### src/rtl/wdg_pkg.sv
package wdg_pkg;
  localparam int LEN_W    = 16;
  localparam int CNT_W    = 24;
  localparam int FRAC_W   = CNT_W - LEN_W;
  localparam int DATA_W   = 64;
  localparam int MODE_LSB = 0;
  localparam int MGMT_BIT = 2;
  localparam int LEN_LSB  = 4;
  localparam int CNT_LSB  = 20;
  localparam int STG_LSB  = 48;

  typedef enum logic [1:0] {
    MODE_OFF      = 2'd0,
    MODE_IRQ      = 2'd1,
    MODE_IRQ_MGMT = 2'd2,
    MODE_FULL     = 2'd3
  } wdg_mode_e;

  typedef enum logic [1:0] {
    STG_ONE   = 2'd0,
    STG_TWO   = 2'd1,
    STG_THREE = 2'd2
  } wdg_stage_e;

  // count value after a refill: length in the upper bits, zero fraction
  function automatic logic [CNT_W-1:0] reload_count(input logic [LEN_W-1:0] len);
    return {len, {FRAC_W{1'b0}}};
  endfunction

  // stage that follows an expiry in the given mode
  function automatic wdg_stage_e next_stage(input wdg_mode_e m, input wdg_stage_e s);
    if (m == MODE_IRQ) return STG_ONE;
    case (s)
      STG_ONE: return STG_TWO;
      STG_TWO: return STG_THREE;
      default: return (m == MODE_FULL) ? STG_ONE : STG_THREE;
    endcase
  endfunction

  function automatic logic [DATA_W-1:0] pack_cfg(input wdg_mode_e m, input logic mg,
                                                 input logic [LEN_W-1:0] len,
                                                 input logic [CNT_W-1:0] cnt,
                                                 input wdg_stage_e s);
    logic [DATA_W-1:0] r;
    r = '0;
    r[MODE_LSB +: 2]    = m;
    r[MGMT_BIT]         = mg;
    r[LEN_LSB +: LEN_W] = len;
    r[CNT_LSB +: CNT_W] = cnt;
    r[STG_LSB +: 2]     = s;
    return r;
  endfunction
endpackage

### src/rtl/wdg_prescale.sv
module wdg_prescale #(
  parameter int unsigned PRESCALE = 1024
) (
  input  logic clk,
  input  logic rst_n,
  output logic tick
);
  localparam int PC_W = (PRESCALE > 1) ? $clog2(PRESCALE) : 1;
  localparam logic [PC_W-1:0] PC_LAST = PC_W'(PRESCALE - 1);

  logic [PC_W-1:0] pc_q;

  assign tick = (pc_q == PC_LAST);

  always_ff @(posedge clk or negedge rst_n) begin
    if (!rst_n)    pc_q <= '0;
    else if (tick) pc_q <= '0;
    else           pc_q <= pc_q + 1'b1;
  end
endmodule

### src/rtl/wdg_timer.sv
module wdg_timer
  import wdg_pkg::*;
(
  input  logic              clk,
  input  logic              rst_n,
  input  logic              tick,
  input  logic              cfg_we,
  input  wdg_mode_e         cfg_mode,
  input  logic              cfg_mgmt,
  input  logic [LEN_W-1:0]  cfg_len,
  input  logic              poke,
  output wdg_mode_e         mode_q,
  output logic              mgmt_en_q,
  output logic [LEN_W-1:0]  len_q,
  output logic [CNT_W-1:0]  cnt_q,
  output wdg_stage_e        stage_q,
  output logic              first_exp,
  output logic              mgmt_pulse,
  output logic              rst_pulse
);
  logic run_tick;
  logic expire;
  logic mgmt_fire;
  logic rst_fire;

  assign run_tick  = tick && (mode_q != MODE_OFF);
  assign expire    = run_tick && (cnt_q == '0) && !cfg_we && !poke;
  assign first_exp = expire && (stage_q == STG_ONE);
  assign mgmt_fire = expire && (stage_q == STG_TWO) && mgmt_en_q && (mode_q != MODE_IRQ);
  assign rst_fire  = expire && (stage_q == STG_THREE) && (mode_q == MODE_FULL);

  always_ff @(posedge clk or negedge rst_n) begin
    if (!rst_n) begin
      mode_q     <= MODE_OFF;
      mgmt_en_q  <= 1'b0;
      len_q      <= '0;
      cnt_q      <= '0;
      stage_q    <= STG_ONE;
      mgmt_pulse <= 1'b0;
      rst_pulse  <= 1'b0;
    end else begin
      mgmt_pulse <= mgmt_fire;
      rst_pulse  <= rst_fire;
      if (cfg_we) begin
        mode_q    <= cfg_mode;
        mgmt_en_q <= cfg_mgmt;
        len_q     <= cfg_len;
        if (cfg_mode == MODE_OFF) begin
          stage_q <= STG_ONE;
        end else if (mode_q == MODE_OFF) begin
          cnt_q   <= reload_count(cfg_len);
          stage_q <= STG_ONE;
        end
      end else if (poke) begin
        cnt_q   <= reload_count(len_q);
        stage_q <= STG_ONE;
      end else if (expire) begin
        cnt_q   <= reload_count(len_q);
        stage_q <= next_stage(mode_q, stage_q);
      end else if (run_tick) begin
        cnt_q <= cnt_q - 1'b1;
      end
    end
  end
endmodule

### src/rtl/wdg_irq_ctl.sv
module wdg_irq_ctl #(
  parameter int N = 4
) (
  input  logic         clk,
  input  logic         rst_n,
  input  logic [N-1:0] set_v,
  input  logic         clr_we,
  input  logic         en_set_we,
  input  logic         en_clr_we,
  input  logic [N-1:0] mask,
  output logic [N-1:0] pend_q,
  output logic [N-1:0] en_q,
  output logic         irq
);
  logic [N-1:0] clr_m;

  assign clr_m = clr_we ? mask : '0;
  assign irq   = |(pend_q & en_q);

  always_ff @(posedge clk or negedge rst_n) begin
    if (!rst_n) begin
      pend_q <= '0;
      en_q   <= '0;
    end else begin
      pend_q <= (pend_q & ~clr_m) | set_v;
      if (en_set_we)      en_q <= en_q | mask;
      else if (en_clr_we) en_q <= en_q & ~mask;
    end
  end
endmodule

### src/rtl/escal_wdog.sv
module escal_wdog
  import wdg_pkg::*;
#(
  parameter int          NUM_TMR  = 4,
  parameter int unsigned PRESCALE = 1024,
  parameter int          ADDR_W   = 17
) (
  input  logic                clk,
  input  logic                rst_n,
  input  logic                bus_wr,
  input  logic [ADDR_W-1:0]   bus_addr,
  input  logic [DATA_W-1:0]   bus_wdata,
  output logic [DATA_W-1:0]   bus_rdata,
  output logic                host_irq,
  output logic [NUM_TMR-1:0]  mgmt_irq,
  output logic                sys_rst
);
  localparam int IDX_W = (NUM_TMR > 1) ? $clog2(NUM_TMR) : 1;
  localparam logic [ADDR_W-1:0] SPAN      = ADDR_W'(8 * NUM_TMR);
  localparam logic [ADDR_W-1:0] OFS_PEND  = ADDR_W'(32'h200);
  localparam logic [ADDR_W-1:0] OFS_ENCLR = ADDR_W'(32'h210);
  localparam logic [ADDR_W-1:0] OFS_ENSET = ADDR_W'(32'h218);
  localparam logic [ADDR_W-1:0] OFS_POKE  = ADDR_W'(32'h10000);

  logic                tick;
  logic                aligned, cfg_hit, poke_hit;
  logic                pend_wr, enset_wr, enclr_wr;
  logic [ADDR_W-1:0]   poke_ofs;
  logic [IDX_W-1:0]    cfg_slot, poke_slot;
  logic [NUM_TMR-1:0]  cfg_we_v, poke_v, first_exp_v, mgmt_en_v, rst_pulse_v;
  logic [NUM_TMR-1:0]  pend_v, en_v;
  logic [NUM_TMR*2-1:0]     mode_flat, stage_flat;
  logic [NUM_TMR*LEN_W-1:0] len_flat;
  logic [NUM_TMR*CNT_W-1:0] cnt_flat;
  logic [DATA_W-1:0]   cfg_rd_a [NUM_TMR];
  logic                wdata_unused;

  assign wdata_unused = ^{bus_wdata[DATA_W-1:LEN_LSB+LEN_W], bus_wdata[3]};

  // address decode
  assign aligned   = (bus_addr[2:0] == 3'b000);
  assign cfg_hit   = aligned && (bus_addr < SPAN);
  assign poke_ofs  = bus_addr - OFS_POKE;
  assign poke_hit  = aligned && (bus_addr >= OFS_POKE) && (poke_ofs < SPAN);
  assign cfg_slot  = bus_addr[3 +: IDX_W];
  assign poke_slot = poke_ofs[3 +: IDX_W];
  assign pend_wr   = bus_wr && (bus_addr == OFS_PEND);
  assign enset_wr  = bus_wr && (bus_addr == OFS_ENSET);
  assign enclr_wr  = bus_wr && (bus_addr == OFS_ENCLR);

  wdg_prescale #(.PRESCALE(PRESCALE)) u_pre (
    .clk  (clk),
    .rst_n(rst_n),
    .tick (tick)
  );

  for (genvar i = 0; i < NUM_TMR; i++) begin : g_tmr
    wdg_mode_e         mode_i;
    wdg_stage_e        stage_i;
    logic [LEN_W-1:0]  len_i;
    logic [CNT_W-1:0]  cnt_i;

    assign cfg_we_v[i] = bus_wr && cfg_hit && (cfg_slot == IDX_W'(i));
    assign poke_v[i]   = bus_wr && poke_hit && (poke_slot == IDX_W'(i)) && bus_wdata[0];

    wdg_timer u_tmr (
      .clk       (clk),
      .rst_n     (rst_n),
      .tick      (tick),
      .cfg_we    (cfg_we_v[i]),
      .cfg_mode  (wdg_mode_e'(bus_wdata[MODE_LSB +: 2])),
      .cfg_mgmt  (bus_wdata[MGMT_BIT]),
      .cfg_len   (bus_wdata[LEN_LSB +: LEN_W]),
      .poke      (poke_v[i]),
      .mode_q    (mode_i),
      .mgmt_en_q (mgmt_en_v[i]),
      .len_q     (len_i),
      .cnt_q     (cnt_i),
      .stage_q   (stage_i),
      .first_exp (first_exp_v[i]),
      .mgmt_pulse(mgmt_irq[i]),
      .rst_pulse (rst_pulse_v[i])
    );

    assign mode_flat[i*2 +: 2]          = mode_i;
    assign stage_flat[i*2 +: 2]         = stage_i;
    assign len_flat[i*LEN_W +: LEN_W]   = len_i;
    assign cnt_flat[i*CNT_W +: CNT_W]   = cnt_i;
    assign cfg_rd_a[i] = pack_cfg(mode_i, mgmt_en_v[i], len_i, cnt_i, stage_i);
  end

  wdg_irq_ctl #(.N(NUM_TMR)) u_irq (
    .clk      (clk),
    .rst_n    (rst_n),
    .set_v    (first_exp_v),
    .clr_we   (pend_wr),
    .en_set_we(enset_wr),
    .en_clr_we(enclr_wr),
    .mask     (bus_wdata[NUM_TMR-1:0]),
    .pend_q   (pend_v),
    .en_q     (en_v),
    .irq      (host_irq)
  );

  assign sys_rst = |rst_pulse_v;

  always_comb begin
    bus_rdata = '0;
    if (cfg_hit) begin
      bus_rdata = cfg_rd_a[cfg_slot];
    end else if (bus_addr == OFS_PEND) begin
      bus_rdata[NUM_TMR-1:0] = pend_v;
    end else if ((bus_addr == OFS_ENCLR) || (bus_addr == OFS_ENSET)) begin
      bus_rdata[NUM_TMR-1:0] = en_v;
    end
  end
endmodule

### config.mk
export PLATFORM = sky130hd
export DESIGN_NAME = escal_wdog
export DESIGN_NICKNAME = d
export VERILOG_FILES = /design/src/rtl/wdg_pkg.sv /design/src/rtl/wdg_prescale.sv /design/src/rtl/wdg_timer.sv /design/src/rtl/wdg_irq_ctl.sv /design/src/rtl/escal_wdog.sv
export SDC_FILE = /design/constraint.sdc
export NUM_CORES = 1
export LEC_CHECK = 0
export ABC_CLOCK_PERIOD_IN_PS = 3400
export BUFFER_PORTS_ARGS = -buffer_cell sky130_fd_sc_hd__buf_2
export CORE_ASPECT_RATIO = 0.75
export CORE_UTILIZATION = 60
export CTS_CLUSTER_SIZE = 8
export DETAILED_ROUTE_END_ITERATION = 8
export PLACE_DENSITY_LB_ADDON = 0.05
export SKIP_LAST_GASP = 1
export SLEW_MARGIN = 20
export SYNTH_ARGS = -nofsm -noshare
export SYNTH_HDL_FRONTEND = slang
export SYNTH_HIERARCHICAL = 1
export SYNTH_SLANG_ARGS = --single-unit
### constraint.sdc
create_clock -name clk -period 3.4 [get_ports clk]
set_clock_uncertainty 0.2 [all_clocks]
set_input_delay 0.68 -clock clk [delete_from_list [all_inputs] [get_ports clk]]
set_output_delay 0.68 -clock clk [all_outputs]
set_load 0.03 [all_outputs]
Yosys cells after proc, flatten, opt, wreduce, memory -nomap -nowiden
Index checks and enable logic that the tools add are counted.
- register bits: 206
- output and inout port bits: 70
- add/subtract/negate cells: 6
- $lt $le $gt $ge: 4
- eq/ne operators: 42
- muxes and demuxes: 87
- bitwise gates (word level): 8
- reductions and logical operators: 108
- operator list (kind ; number):
    24-bit 2-to-1 mux ; 24
    64-bit binary-select mux with 2-bit select ; 1
    64-bit 2-to-1 mux ; 2
    24-bit logical NOT ; 4
    24-bit by 1-bit subtractor with 24-bit output (second input constant) ; 4
    2-bit 2-to-1 mux ; 32
    1-bit logical AND ; 60
    60-bit 2-to-1 mux ; 1
    17-bit by 10-bit == test with 1-bit output (second input constant) ; 3
    17-bit by 6-bit < comparator with 1-bit output (second input constant) ; 2
    2-bit == test (second input constant) ; 12
    4-bit 2-to-1 mux ; 6
    2-bit logical NOT ; 11
    2-bit by 1-bit == test with 1-bit output (second input constant) ; 10
    17-bit >= comparator (second input constant) ; 1
    17-bit subtractor (second input constant) ; 1
    1-bit 2-to-1 mux ; 16
    2-bit != test (second input constant) ; 8
    2-bit case mux with 2 select lines ; 4
    4-bit nonzero test ; 4
    4-bit bitwise AND ; 3
    3-bit != test (second input constant) ; 4
    3-bit AND reduction ; 4
    3-bit nonzero test ; 4
    other kinds (14) ; 34

Longest topological paths before layout
Gate-level depths: netlist (run 1).
- depth after elaboration: 15
- mapped depth: 14
- depth with buffers taken out: 9

Modules after synthesis
The synthesis (run 1) kept the hierarchy.
- modules (own cells, without submodules) (module ; instances ; cells an instance ; area an instance (um^2) ; seq. area each (um^2)):
    wdg_timer at g_tmr[0].u_tmr ... ; 2 ; 299 ; 2618.8 ; 1176.1
    wdg_timer at g_tmr[2].u_tmr ; 1 ; 302 ; 2595.0 ; 1176.1
    wdg_timer at g_tmr[3].u_tmr ; 1 ; 291 ; 2576.2 ; 1176.1
    escal_wdog ; 1 ; 161 ; 1805.5 ; 0.0
    wdg_prescale ; 1 ; 42 ; 473.0 ; 250.2
    wdg_irq_ctl ; 1 ; 27 ; 314.1 ; 200.2

Worst setup path after synthesis (run 1)
No wires, ideal clock.
- path type: input port to flip-flop
- start: input port bus_addr[4]
- end: register g_tmr[0].u_tmr.cnt_q[13]
- data arrival time: 3303 ps
- required time: 3079 ps
- path slack: -223 ps
- stages on the path: 13
- buffers on the path: 4
- cells stage by stage: buf_2 buf_2 nor2_1 inv_1 nor4_1 buf_6 or2_1 buf_2 or4_1 or4_4 nand3_4 o21ai_1 a22o_1
- RTL lines (what ; RTL line ; RTL):
    start, declared ; escal_wdog.sv:11 ; input logic [ADDR_W-1:0] bus_addr,
    17-bit by 6-bit < comparator with 1-bit output ; escal_wdog.sv:42 ; assign cfg_hit = aligned && (bus_addr < SPAN);
    1-bit logical AND ; escal_wdog.sv:42 ;
    1-bit logical AND ; escal_wdog.sv:63 ; assign cfg_we_v[i] = bus_wr && cfg_hit && (cfg_slot == IDX_W'(i));
    1-bit logical AND (*) ; escal_wdog.sv:63 ;
    via cfg_we_v[0] ; escal_wdog.sv:30 ; logic [NUM_TMR-1:0] cfg_we_v, poke_v, first_exp_v, mgmt_en_v, rst_pulse_v;
    1-bit logical NOT ; wdg_timer.sv:27 ; assign expire = run_tick && (cnt_q == '0) && !cfg_we && !poke;
    1-bit logical AND (2 in series) ; wdg_timer.sv:27 ;
    24-bit 2-to-1 mux ; wdg_timer.sv:57 ; end else if (expire) begin
    24-bit 2-to-1 mux ; wdg_timer.sv:54 ; end else if (poke) begin
    24-bit 2-to-1 mux ; wdg_timer.sv:44 ; if (cfg_we) begin
    end signal, assigned ; wdg_timer.sv:55 ; cnt_q <= reload_count(len_q);
    end signal, assigned ; wdg_timer.sv:58 ; cnt_q <= reload_count(len_q);
    end signal, assigned ; wdg_timer.sv:61 ; cnt_q <= cnt_q - 1'b1;
    end, declared ; wdg_timer.sv:15 ; output logic [CNT_W-1:0] cnt_q,
The timed path passes the listed nets; every way through them passes the cells marked *.
A chain may end at the register's enable or synchronous reset.

Worst setup path after layout (run 1)
- start: input port bus_addr[16]
- end: output port bus_rdata[36]
- longest elaborated chain between the ends: 3
- RTL lines (what ; RTL line ; RTL):
    17-bit by 6-bit < comparator with 1-bit output ; escal_wdog.sv:42 ;
    1-bit logical AND ; escal_wdog.sv:42 ;
    60-bit 2-to-1 mux ; escal_wdog.sv:109 ; if (cfg_hit) begin
    end, declared ; escal_wdog.sv:13 ; output logic [DATA_W-1:0] bus_rdata,
No other way between the ends.

==> results.ini, run 1 <==
[run_status]
status = finished clean

[clocking]
clk_path_buf_depth = 3
htree_levels = 1
clk_pin_slew_ns = 0.05
cts_sinks = 206
root_buffer = clkbuf_16
cts_tree = yes
numCtsBuffers = 29
clkLatencyLatePin_ns = 0.54

[synthesis]
netlist.area_leader.share_pct = 39.6
syn_area_um2 = 13000
synth.avg_cell_area_um2 = 9.15
yosysTopAreaCell = dfrtp_1
synthFlopType = dfrtp_1
yosysSeqAreaShare_pct = 39.6
synth-seq-cells = 206
yosys_warnings = 6
synthCells = 1421
synth_most_common_cell = dfrtp_1
synth_edf_count = 0
synthDistinctLibCells = 82
ys_top_cells_by_count = dfrtp_1 (206), nand2_1 (178), o21ai_0 (108)
synthArstFlopShare_pct = 100
synth_area_leaders = dfrtp_1 (40%), mux4_2 (7.8%), nand2_1 (5.1%), o21ai_0 (4.2%), nor2_1 (3.0%)

[finish]
drive_gt1_share_pct = 23.7
syn_to_final_growth_pct = 19.2
regArea_um2 = 5150
multiInputGateArea_um2 = 7270
nNetsFinal = 1721
antenna_cells = 0
fillers = 1639

[floorplanning]
dieWidth_um = 172
core-area_um2 = 21200
pin_count = 154
rows = 46
dieHeight_um = 129
start_util_pct = 61.4
dieArea_um2 = 22300

[global_route]
grt_pass1_wl_um = 66200
grt-ovfl-total = 0
first_global_vias = 11194
track_usage_pct = 40.4
antenna_found_initial = 2
grt_start_max_net_pins = 85

[timing]
tightest_slew_ns = 0.711
fmax_mhz = 305
slew_viol_final = 0
finalSetupViolCount = 0
post-route-min-period_ns = 3.28
setup_ws_ns = 0.116
slew_headroom_pct = 52.2
min_period_over_period_pct = 96.6
hold_viol = 0
fin_tns_setup_ns = 0
rsz0062_at_grt = false

[worst_setup_path]
worstSetupStartpointType = input pin
path_cells = buf_2, buf_4, buf_4, nor4_4, nand4_4, buf_12, nor2b_1, buf_2
critPathMaxStageDelay_ns = 0.32
path_class = in -> out
cp-end-kind = output pin
cp_top_family = buffers and inverters
cp_num_buf_inv = 5
slowest_stage = nor4_4
cp.required_ns = 2.52
critPathArrivalTime_ns = 2.40
worstPathMaxFanout = 28

[hold_path]
hold_class = in -> reg

[job]
maxCapViolCount = 0

[placed_design]
dp_slack_ns = -0.230
place_congestion = 1.03
dp_hpwl_um = 34100
port_buffers = 91

[routing]
firstDrtPassIters = 8
drc = 0
drt_wl_total_um = 44700
drt_iter0_drc = 1791
avgRoutedWirePerCell_um = 23.3
vias = 12585
viasPerCell = 6.57
ant_nets = 0

[power_and_ir_drop]
peakVddDrop_mv = 0.362
power_leakage_nw = 7.23
powerDensity_nw_per_um2 = 338

-- routing by layer --
layer	global-route usage (%)	share of wire, %	vias to the layer above
li1	-	-	5564
met1	61.2	42	6097
met2	58.0	43	819
met3	9.25	13	103
met4	10.7	2.8	2
met5	0	0.029	-
-- report_power, final --
group / switching, mW / internal [mW] / total, mW
Combinational: 0.171 / 0.0753 / 0.246
Sequential: 0.000492 / 2.46 / 2.46
Clock: 1.03 / 1.50 / 2.53
Total: 1.20 / 4.03 / 5.23
-- repair_timing --
action / CTS / global route
gates resized for setup: 0 / 1
hold buffers: 1 / 0
setup endpoints to repair: 0 / 3
endpoints found under the hold margin: 30 / 0
buffers inserted: 0 / 0
-- cell type report --
cell class | instances | share of cell area [%]
inverter | 58 | 1.41
multi-input combinational | 1088 | 46.9
timing repair buffer | 245 | 11.3
clock buffer | 30 | 4.77
sequential | 206 | 33.3
tap | 288 | 2.33
-- kinds of logic after synthesis --
kind of cell,count (synthesis),synth area share (%)
buffers and inverters,144,5.47
AOI/OAI and AO/OA,348,17.1
xor gates and xnor gates,28,1.89
and+or+nand+nor,616,25.1
adders and majority gates,9,0.866
other,1,0.0288
DFF,206,39.6
muxes,69,9.83
-- cell usage in the layout (no fill, tap or decap), types with 22 or more instances in the layout --
cell,n
a21oi_1,57
buf_2,90
buf_4,143
clkbuf_16,29
dfrtp_1,206
inv_1,56
mux4_2,45
nand2_1,178
nand3_1,52
nor2_1,104
nor2b_1,55
nor3_1,70
o21ai_0,106
o21ai_1,25
o22ai_1,22
or3_1,24
-- through the flow --
step	total power [mW]	area, um^2	hold WS [ns]	std cells	util, %
floorplan	2.61	13100	0.184	1438	-
global placement	2.74	14700	0.260	1884	69.6
detailed placement	2.74	14700	0.294	1884	69.6
CTS	5.23	15500	0.199	1915	73.1
global route	5.34	15500	0.210	1915	73.2
finish	5.23	15500	0.202	1915	73.2
-- registers in the layout, indices dropped and copies added (netlist names), named ones only --
signal / cells
g_tmr.u_tmr/cnt_q: 96
g_tmr.u_tmr/len_q: 64
u_pre/pc_q: 10
g_tmr.u_tmr/mode_q: 8
g_tmr.u_tmr/stage_q: 8
g_tmr.u_tmr/mgmt_en_q: 4
g_tmr.u_tmr/mgmt_pulse: 4
g_tmr.u_tmr/rst_pulse: 4
u_irq/pend_q: 4
-- final timing paths --
check                           cells past startpoint                startpoint                  endpoint  slack, ns
max in group asynchronous                           3                     rst_n   g_tmr[1].u_tmr/len_q[4]       1.68
worst min-delay path                                2              bus_wdata[3]                 flip-flop       0.20
worst max-delay path                                8              bus_addr[16]             bus_rdata[36]       0.12
worst min register to register                      1             u_pre/pc_q[8]             u_pre/pc_q[8]       0.28
min in group asynchronous                           2                     rst_n             u_pre/pc_q[7]       0.50
worst max register to register                      7  g_tmr[0].u_tmr/cnt_q[19]  g_tmr[0].u_tmr/cnt_q[22]       0.13
Power figures use the tool's default switching activity.
==> run 2, diff against run 1 <==
ABC_CLOCK_PERIOD_IN_PS = 2700   (was 3400)
CORE_UTILIZATION = 54   (was 60)
clock period = 2.7 ns   (was 3.4 ns; I/O delays follow)
==> results.ini, run 2 (synthesized netlist as in run 1, its figures left out) <==
[run_status]
violations = setup timing
status = finished with violations  ; was finished clean

[clocking]
root_buffer = clkbuf_16  ; unchanged
clk_pin_slew_ns = 0.05  ; about the same
clk_path_buf_depth = 3  ; unchanged
cts_sinks = 206  ; unchanged
htree_levels = 1  ; unchanged
numCtsBuffers = 29  ; unchanged
cts_tree = yes  ; unchanged
clkLatencyLatePin_ns = 0.55  ; was 0.54 ns

[floorplanning]
dieArea_um2 = 24700  ; was 22300 um^2
pin_count = 154  ; unchanged
dieHeight_um = 136  ; was 129 um
core-area_um2 = 23300  ; was 21200 um^2
dieWidth_um = 181  ; was 172 um
rows = 48  ; was 46
start_util_pct = 55.8  ; was 61.4%

[routing]
viasPerCell = 6.60  ; was 6.57
avgRoutedWirePerCell_um = 25.5  ; was 23.3 um
ant_nets = 0  ; unchanged
drt_iter0_drc = 1677  ; was 1791
vias = 14061  ; was 12585
drt_wl_total_um = 54400  ; was 44700 um
firstDrtPassIters = 6  ; was 8
drc = 0  ; unchanged

[timing]
min_period_over_period_pct = 110
rsz0062_at_grt = true  ; was false
fmax_mhz = 336
post-route-min-period_ns = 2.97
slew_headroom_pct = 62.8  ; was 52.2%
slew_viol_final = 0  ; unchanged
setup_ws_ns = -0.275  ; was 0.116 ns
hold_viol = 0  ; unchanged
fin_tns_setup_ns = -10.56  ; was 0 ns
tightest_slew_ns = 0.558  ; was 0.711 ns
hold_slack_ns = 0.0972  ; was 0.202 ns
finalSetupViolCount = 112  ; was 0

[placed_design]
place_area_um2 = 16200  ; was 14700 um^2
place_congestion = 1.01  ; was 1.03
dp_slack_ns = -0.677  ; was -0.230 ns
port_buffers = 91  ; unchanged
dp.cells = 2048  ; was 1884
dp_hpwl_um = 37400  ; was 34100 um

[worst_setup_path]
reg2reg_depth = 12  ; was 7
critPathArrivalTime_ns = 3.20  ; was 2.40 ns
path_class = in -> reg  ; was in -> out
worstSetupStartpointType = input pin  ; unchanged
cp.required_ns = 2.93  ; was 2.52 ns
cp-end-kind = flip-flop  ; was output pin
worstPathMaxFanout = 4  ; was 28

[power_and_ir_drop]
power_leakage_nw = 8.62  ; was 7.23 nW
powerDensity_nw_per_um2 = 360  ; was 338 nW/um^2
peakVddDrop_mv = 0.495  ; was 0.362 mV
power_mw = 6.70  ; was 5.23 mW

[global_route]
grt_start_max_net_pins = 63  ; was 85
antenna_found_initial = 4  ; was 2
track_usage_pct = 40.9  ; was 40.4%
grt-ovfl-total = 0  ; unchanged
first_global_vias = 12647  ; was 11194
grt_pass1_wl_um = 75400  ; was 66200 um

[finish]
instances_no_fill = 2132  ; was 1915
syn_to_final_growth_pct = 43.1  ; was 19.2%
nNetsFinal = 1924  ; was 1721
drive_gt1_share_pct = 40.1  ; was 23.7%
reg_top3 = g_tmr.u_tmr/cnt_q (96), g_tmr.u_tmr/len_q (64), u_pre/pc_q (10)  ; unchanged
post-route-util_pct = 79.9  ; was 73.2%
final_cell_mix = buf_4 (308), dfrtp_1 (206), nand2_1 (166)  ; was dfrtp_1 (206), nand2_1 (178), buf_4 (143)
largest_reg_flops = 96  ; unchanged
fillers = 1416  ; was 1639
final_common_cell = buf_4  ; was dfrtp_1
postLayoutCellArea_um2 = 18600  ; was 15500 um^2
top_register = g_tmr.u_tmr/cnt_q  ; unchanged

[hold_path]
hold_class = in -> reg  ; unchanged
hold_depth = 2  ; unchanged

[job]
maxCapViolCount = 0  ; unchanged

-- run 2: cell types whose count changed in the layout (fill, tap and decap cells not counted), moves of 20 or more --
cell and change:
o21ai_0 -52, o21ai_2 +20, buf_2 -50, buf_6 +68
nor2b_1 -33, nor2b_4 +31, buf_4 +165, o21ai_1 +31
-- run 2: per-layer routing --
metal  vias to the layer above  track usage (%)  wire [um]
met1                      6694             59.1      20600
met4                         2             13.7       2700
met5                         -                0         11
met3                       217             10.7       7900
met2                      1151             59.2      23200
li1                       5997                -          -
-- run 2: where the power goes --
| group | internal, mW | switching (mW) |
|---|---|---|
| registers | 3.09 | 0.000461 |
| logic | 0.122 | 0.243 |
| clock network | 1.90 | 1.35 |
-- run 2: path summary, 6_finish.rpt --
kind                                       from                        to  slack, ns
min in group asynchronous                 rst_n             u_pre/pc_q[3]       0.33
worst max-delay path                bus_addr[6]  g_tmr[1].u_tmr/cnt_q[22]      -0.27
worst max register to register    u_pre/pc_q[0]  g_tmr[0].u_tmr/cnt_q[11]      -0.25
max in group asynchronous                 rst_n   g_tmr[3].u_tmr/len_q[4]       1.23
worst min-delay path               bus_wdata[3]                 flip-flop        0.1
worst min register to register  u_irq/pend_q[1]           u_irq/pend_q[1]       0.33
-- run 2: cell type report --
cell class	instances	area [um^2]	share of cell area, %
Multi-Input combinational cell	1090	8220	44.2
Tap cell	300	375	2.02
Clock buffer	30	739	3.97
Timing Repair Buffer	446	3890	20.9
Clock inverter	1	8.76	0.0471
Sequential cell	206	5150	27.7
Antenna cell	1	2.50	0.0134
Inverter	58	219	1.18
-- run 2: repair_timing --
| item | CTS | global route |
|---|---|---|
| cloned | 6 | 3 |
| resized for setup | 94 | 227 |
| hold buffers | 1 | 0 |
| buffers inserted | 25 | 23 |
| hold endpoints to repair | 57 | 0 |
| pin swaps | 42 | 58 |
| endpoints found under the setup margin | 156 | 162 |
-- run 2: worst max-delay path: stages --
cell and delay, ns:
buf_6 0.10, nor4_4 0.34, nand4_4 0.18, buf_4 0.20, nor3_1 0.41, or2_1 0.20
or4_4 0.16, or4_4 0.21, nand2_8 0.09, buf_4 0.15, or4_1 0.51, o211a_1 0.12
==> run 3, diff against run 2 <==
ABC_AREA = 1   (was default)
ABC_CLOCK_PERIOD_IN_PS = 3060   (was 2700)
CORE_UTILIZATION = 60   (was 54)
clock period = 3.06 ns   (was 2.7 ns; I/O delays follow)
==> results.ini, run 3 <==
[timing]
rsz0062_at_grt = false  ; was true
tightest_slew_ns = 0.694  ; was 0.558 ns
hold_viol = 0  ; unchanged
fin_tns_setup_ns = -0.0216  ; was -10.56 ns
slew_headroom_pct = 53.7  ; was 62.8%
post-route-min-period_ns = 3.08
fmax_mhz = 325
setup_ws_ns = -0.0216  ; was -0.275 ns
finalSetupViolCount = 1  ; was 112
min_period_over_period_pct = 101
slew_viol_final = 0  ; unchanged

[worst_setup_path]
cp.required_ns = 2.25  ; was 2.93 ns
worstPathMaxFanout = 49  ; was 4
path_class = in -> out  ; was in -> reg
cp_top_family = buffers and inverters  ; was simple AND/OR/NAND/NOR gates
cp_num_buf_inv = 4  ; was 3
critPathMaxStageDelay_ns = 0.46  ; was 0.51 ns
slowest_stage = a31oi_1  ; was or4_1
worstSetupStartpointType = input pin  ; unchanged
critPathArrivalTime_ns = 2.27  ; was 3.20 ns
path_cells = buf_2, nor2_1, nand3_1, nor2_1, buf_4, nand3_2, buf_12, a31oi_1, buf_2  ; was buf_6, nor4_4, nand4_4, buf_4, nor3_1, or2_1, or4_4, or4_4, nand2_8, buf_4, or4_1, o211a_1
cp-end-kind = output pin  ; was flip-flop

[finish]
syn_to_final_growth_pct = 13.3  ; was 43.1%
top_register = g_tmr.u_tmr/cnt_q  ; unchanged
antenna_cells = 0  ; was 1
nNetsFinal = 2338  ; was 1924
final_cell_mix = nand2_1 (649), nor2_1 (268), inv_1 (214)  ; was buf_4 (308), dfrtp_1 (206), nand2_1 (166)
final_common_cell = nand2_1  ; was buf_4
reg_top3 = g_tmr.u_tmr/cnt_q (96), g_tmr.u_tmr/len_q (64), u_pre/pc_q (10)  ; unchanged
post-route-util_pct = 69.6  ; was 79.9%
fillers = 2052  ; was 1416
drive_gt1_share_pct = 14.7  ; was 40.1%
postLayoutCellArea_um2 = 16100  ; was 18600 um^2
largest_reg_flops = 96  ; unchanged

[placed_design]
port_buffers = 91  ; unchanged
place_area_um2 = 15300  ; was 16200 um^2
dp_slack_ns = -0.196  ; was -0.677 ns
place_congestion = 1.04  ; was 1.01
dp_hpwl_um = 37300  ; was 37400 um

[routing]
ant_nets = 0  ; unchanged
avgRoutedWirePerCell_um = 19.8  ; was 25.5 um
drt_iter0_drc = 2255  ; was 1677
viasPerCell = 5.91  ; was 6.60
drt_wl_total_um = 50400  ; was 54400 um
vias = 15038  ; was 14061
firstDrtPassIters = 8  ; was 6
drc = 0  ; unchanged

[synthesis]
synthFlopType = dfrtp_1  ; unchanged
synth-seq-cells = 206  ; unchanged
synth_most_common_cell = nand2_1  ; was dfrtp_1
yosys_warnings = 6  ; unchanged
syn_area_um2 = 14200  ; was 13000 um^2
synthDistinctLibCells = 45  ; was 82
yosysTopAreaCell = dfrtp_1  ; unchanged
netlist.area_leader.share_pct = 36.4  ; was 39.6%
synth_area_leaders = dfrtp_1 (36%), nand2_1 (17%), nor2_1 (7.2%), inv_1 (5.7%), nand3_1 (5.3%)  ; was dfrtp_1 (40%), mux4_2 (7.8%), nand2_1 (5.1%), o21ai_0 (4.2%), nor2_1 (3.0%)
synth_edf_count = 0  ; unchanged
synthCells = 2124  ; was 1421
ys_top_cells_by_count = nand2_1 (649), nor2_1 (272), inv_1 (214)  ; was dfrtp_1 (206), nand2_1 (178), o21ai_0 (108)
yosysSeqAreaShare_pct = 36.4  ; was 39.6%
synth.avg_cell_area_um2 = 6.67  ; was 9.15 um^2
synthArstFlopShare_pct = 100  ; unchanged

[job]
maxCapViolCount = 0  ; unchanged

[clocking]
clk_path_buf_depth = 3  ; unchanged
clkLatencyLatePin_ns = 0.59  ; was 0.55 ns
htree_levels = 1  ; unchanged
cts_sinks = 206  ; unchanged
cts_tree = yes  ; unchanged
numCtsBuffers = 29  ; unchanged
root_buffer = clkbuf_16  ; unchanged
cts_setup_buffers = 0  ; was 25
clk_pin_slew_ns = 0.05  ; about the same

[global_route]
antenna_found_initial = 0  ; was 4
grt-ovfl-total = 0  ; unchanged
grt_pass1_wl_um = 78000  ; was 75400 um
grt_start_max_net_pins = 79  ; was 63
first_global_vias = 13945  ; was 12647
track_usage_pct = 42.1  ; was 40.9%

[floorplanning]
rows = 48  ; unchanged
dieWidth_um = 179  ; was 181 um
dieArea_um2 = 24200  ; was 24700 um^2
dieHeight_um = 135  ; was 136 um
pin_count = 154  ; unchanged
core-area_um2 = 23100  ; was 23300 um^2
start_util_pct = 61.5  ; was 55.8%

[run_status]
status = finished with violations  ; unchanged
violations = setup timing  ; unchanged

[hold_path]
hold_class = in -> reg  ; unchanged

[power_and_ir_drop]
peakVddDrop_mv = 0.415  ; was 0.495 mV
power_leakage_nw = 8.31  ; was 8.62 nW
powerDensity_nw_per_um2 = 370  ; was 360 nW/um^2

## run 3: cell types whose count changed after synthesis, moves of 30 or more
cell     change
inv_1      +158
mux4_2      -45
a21oi_1     +37
nor2_2      +38
o21ai_0     -33
nand3_1     +97
nor3_1      -64
nor2_1     +168
a22oi_1     +36
nor2b_1     -55
nand2_1    +471
nand4_1     +30
## run 3: cell families (layout without fill, tap and decap cells)
group / after synthesis / in the layout / share of synthesized area, %
other cells: 1 / 18 / 0.0265
fa+ha+maj: 9 / 9 / 0.795
flops: 206 / 206 / 36.4
simple gates: 1217 / 1217 / 37.1
xor+xnor: 34 / 34 / 2.10
compound gates: 330 / 330 / 13.6
buf+inv: 327 / 432 / 9.99
## run 3: metal layers
| layer | part of all wire (%) | track usage [%] |
|---|---|---|
| met5 | 0 | 0 |
| met4 | 5.0 | 19.6 |
| met3 | 12 | 9.74 |
| met2 | 41 | 61.2 |
| met1 | 42 | 59.4 |
## run 3: area by class of cell
class | instances | area, um^2 | share of cell area (%)
clock buffer | 31 | 733 | 4.56
inverter | 239 | 897 | 5.59
multi-input combinational | 1608 | 7720 | 48.1
timing repair buffer | 161 | 1160 | 7.20
tap | 300 | 375 | 2.34
clock inverter | 1 | 20.0 | 0.125
sequential | 206 | 5150 | 32.1
## run 3: what timing repair did
action,CTS,global route
endpoints found under the setup margin,0,3
endpoints found under the hold margin,75,0
hold buffers,1,0
resized for setup,0,3
## run 3: worst paths after layout
| path | startpoint | to | slack [ns] | cells after the start |
|---|---|---|---|---|
| setup / recovery | bus_addr[9] | bus_rdata[5] | -0.02 | 9 |
| hold / removal | bus_wdata[3] | flip-flop | 0.06 | 3 |
| setup reg to reg | u_pre/pc_q[1] | g_tmr[2].u_tmr/cnt_q[7] | 0.22 | 14 |
| hold reg to reg | u_pre/pc_q[6] | u_pre/pc_q[6] | 0.30 | 1 |
| max in group asynchronous | rst_n | g_tmr[2].u_tmr/cnt_q[13] | 1.48 | 3 |
| min in group asynchronous | rst_n | g_tmr[1].u_tmr/mgmt_pulse | 0.42 | 2 |
## run 3: through the flow
stage	power (mW)	hold slack [ns]	instances
after floorplan	2.90	0.116	2141
after global placement	3.10	0.283	2513
after detailed placement	3.10	0.282	2513
after CTS	5.94	0.0457	2546
after global routing	6.05	0.104	2546
final	5.94	0.0565	2546
## run 3: worst min-delay path, stage by stage
cell and delay, ns:
buf_2 0.10, nand2_1 0.05, nand2_1 0.05
## run 3: power by group
group,switching (mW),internal [mW],total [mW]
Clock,1.21,1.66,2.87
Sequential,0.000632,2.73,2.73
Combinational,0.264,0.0718,0.336
Total,1.47,4.46,5.94
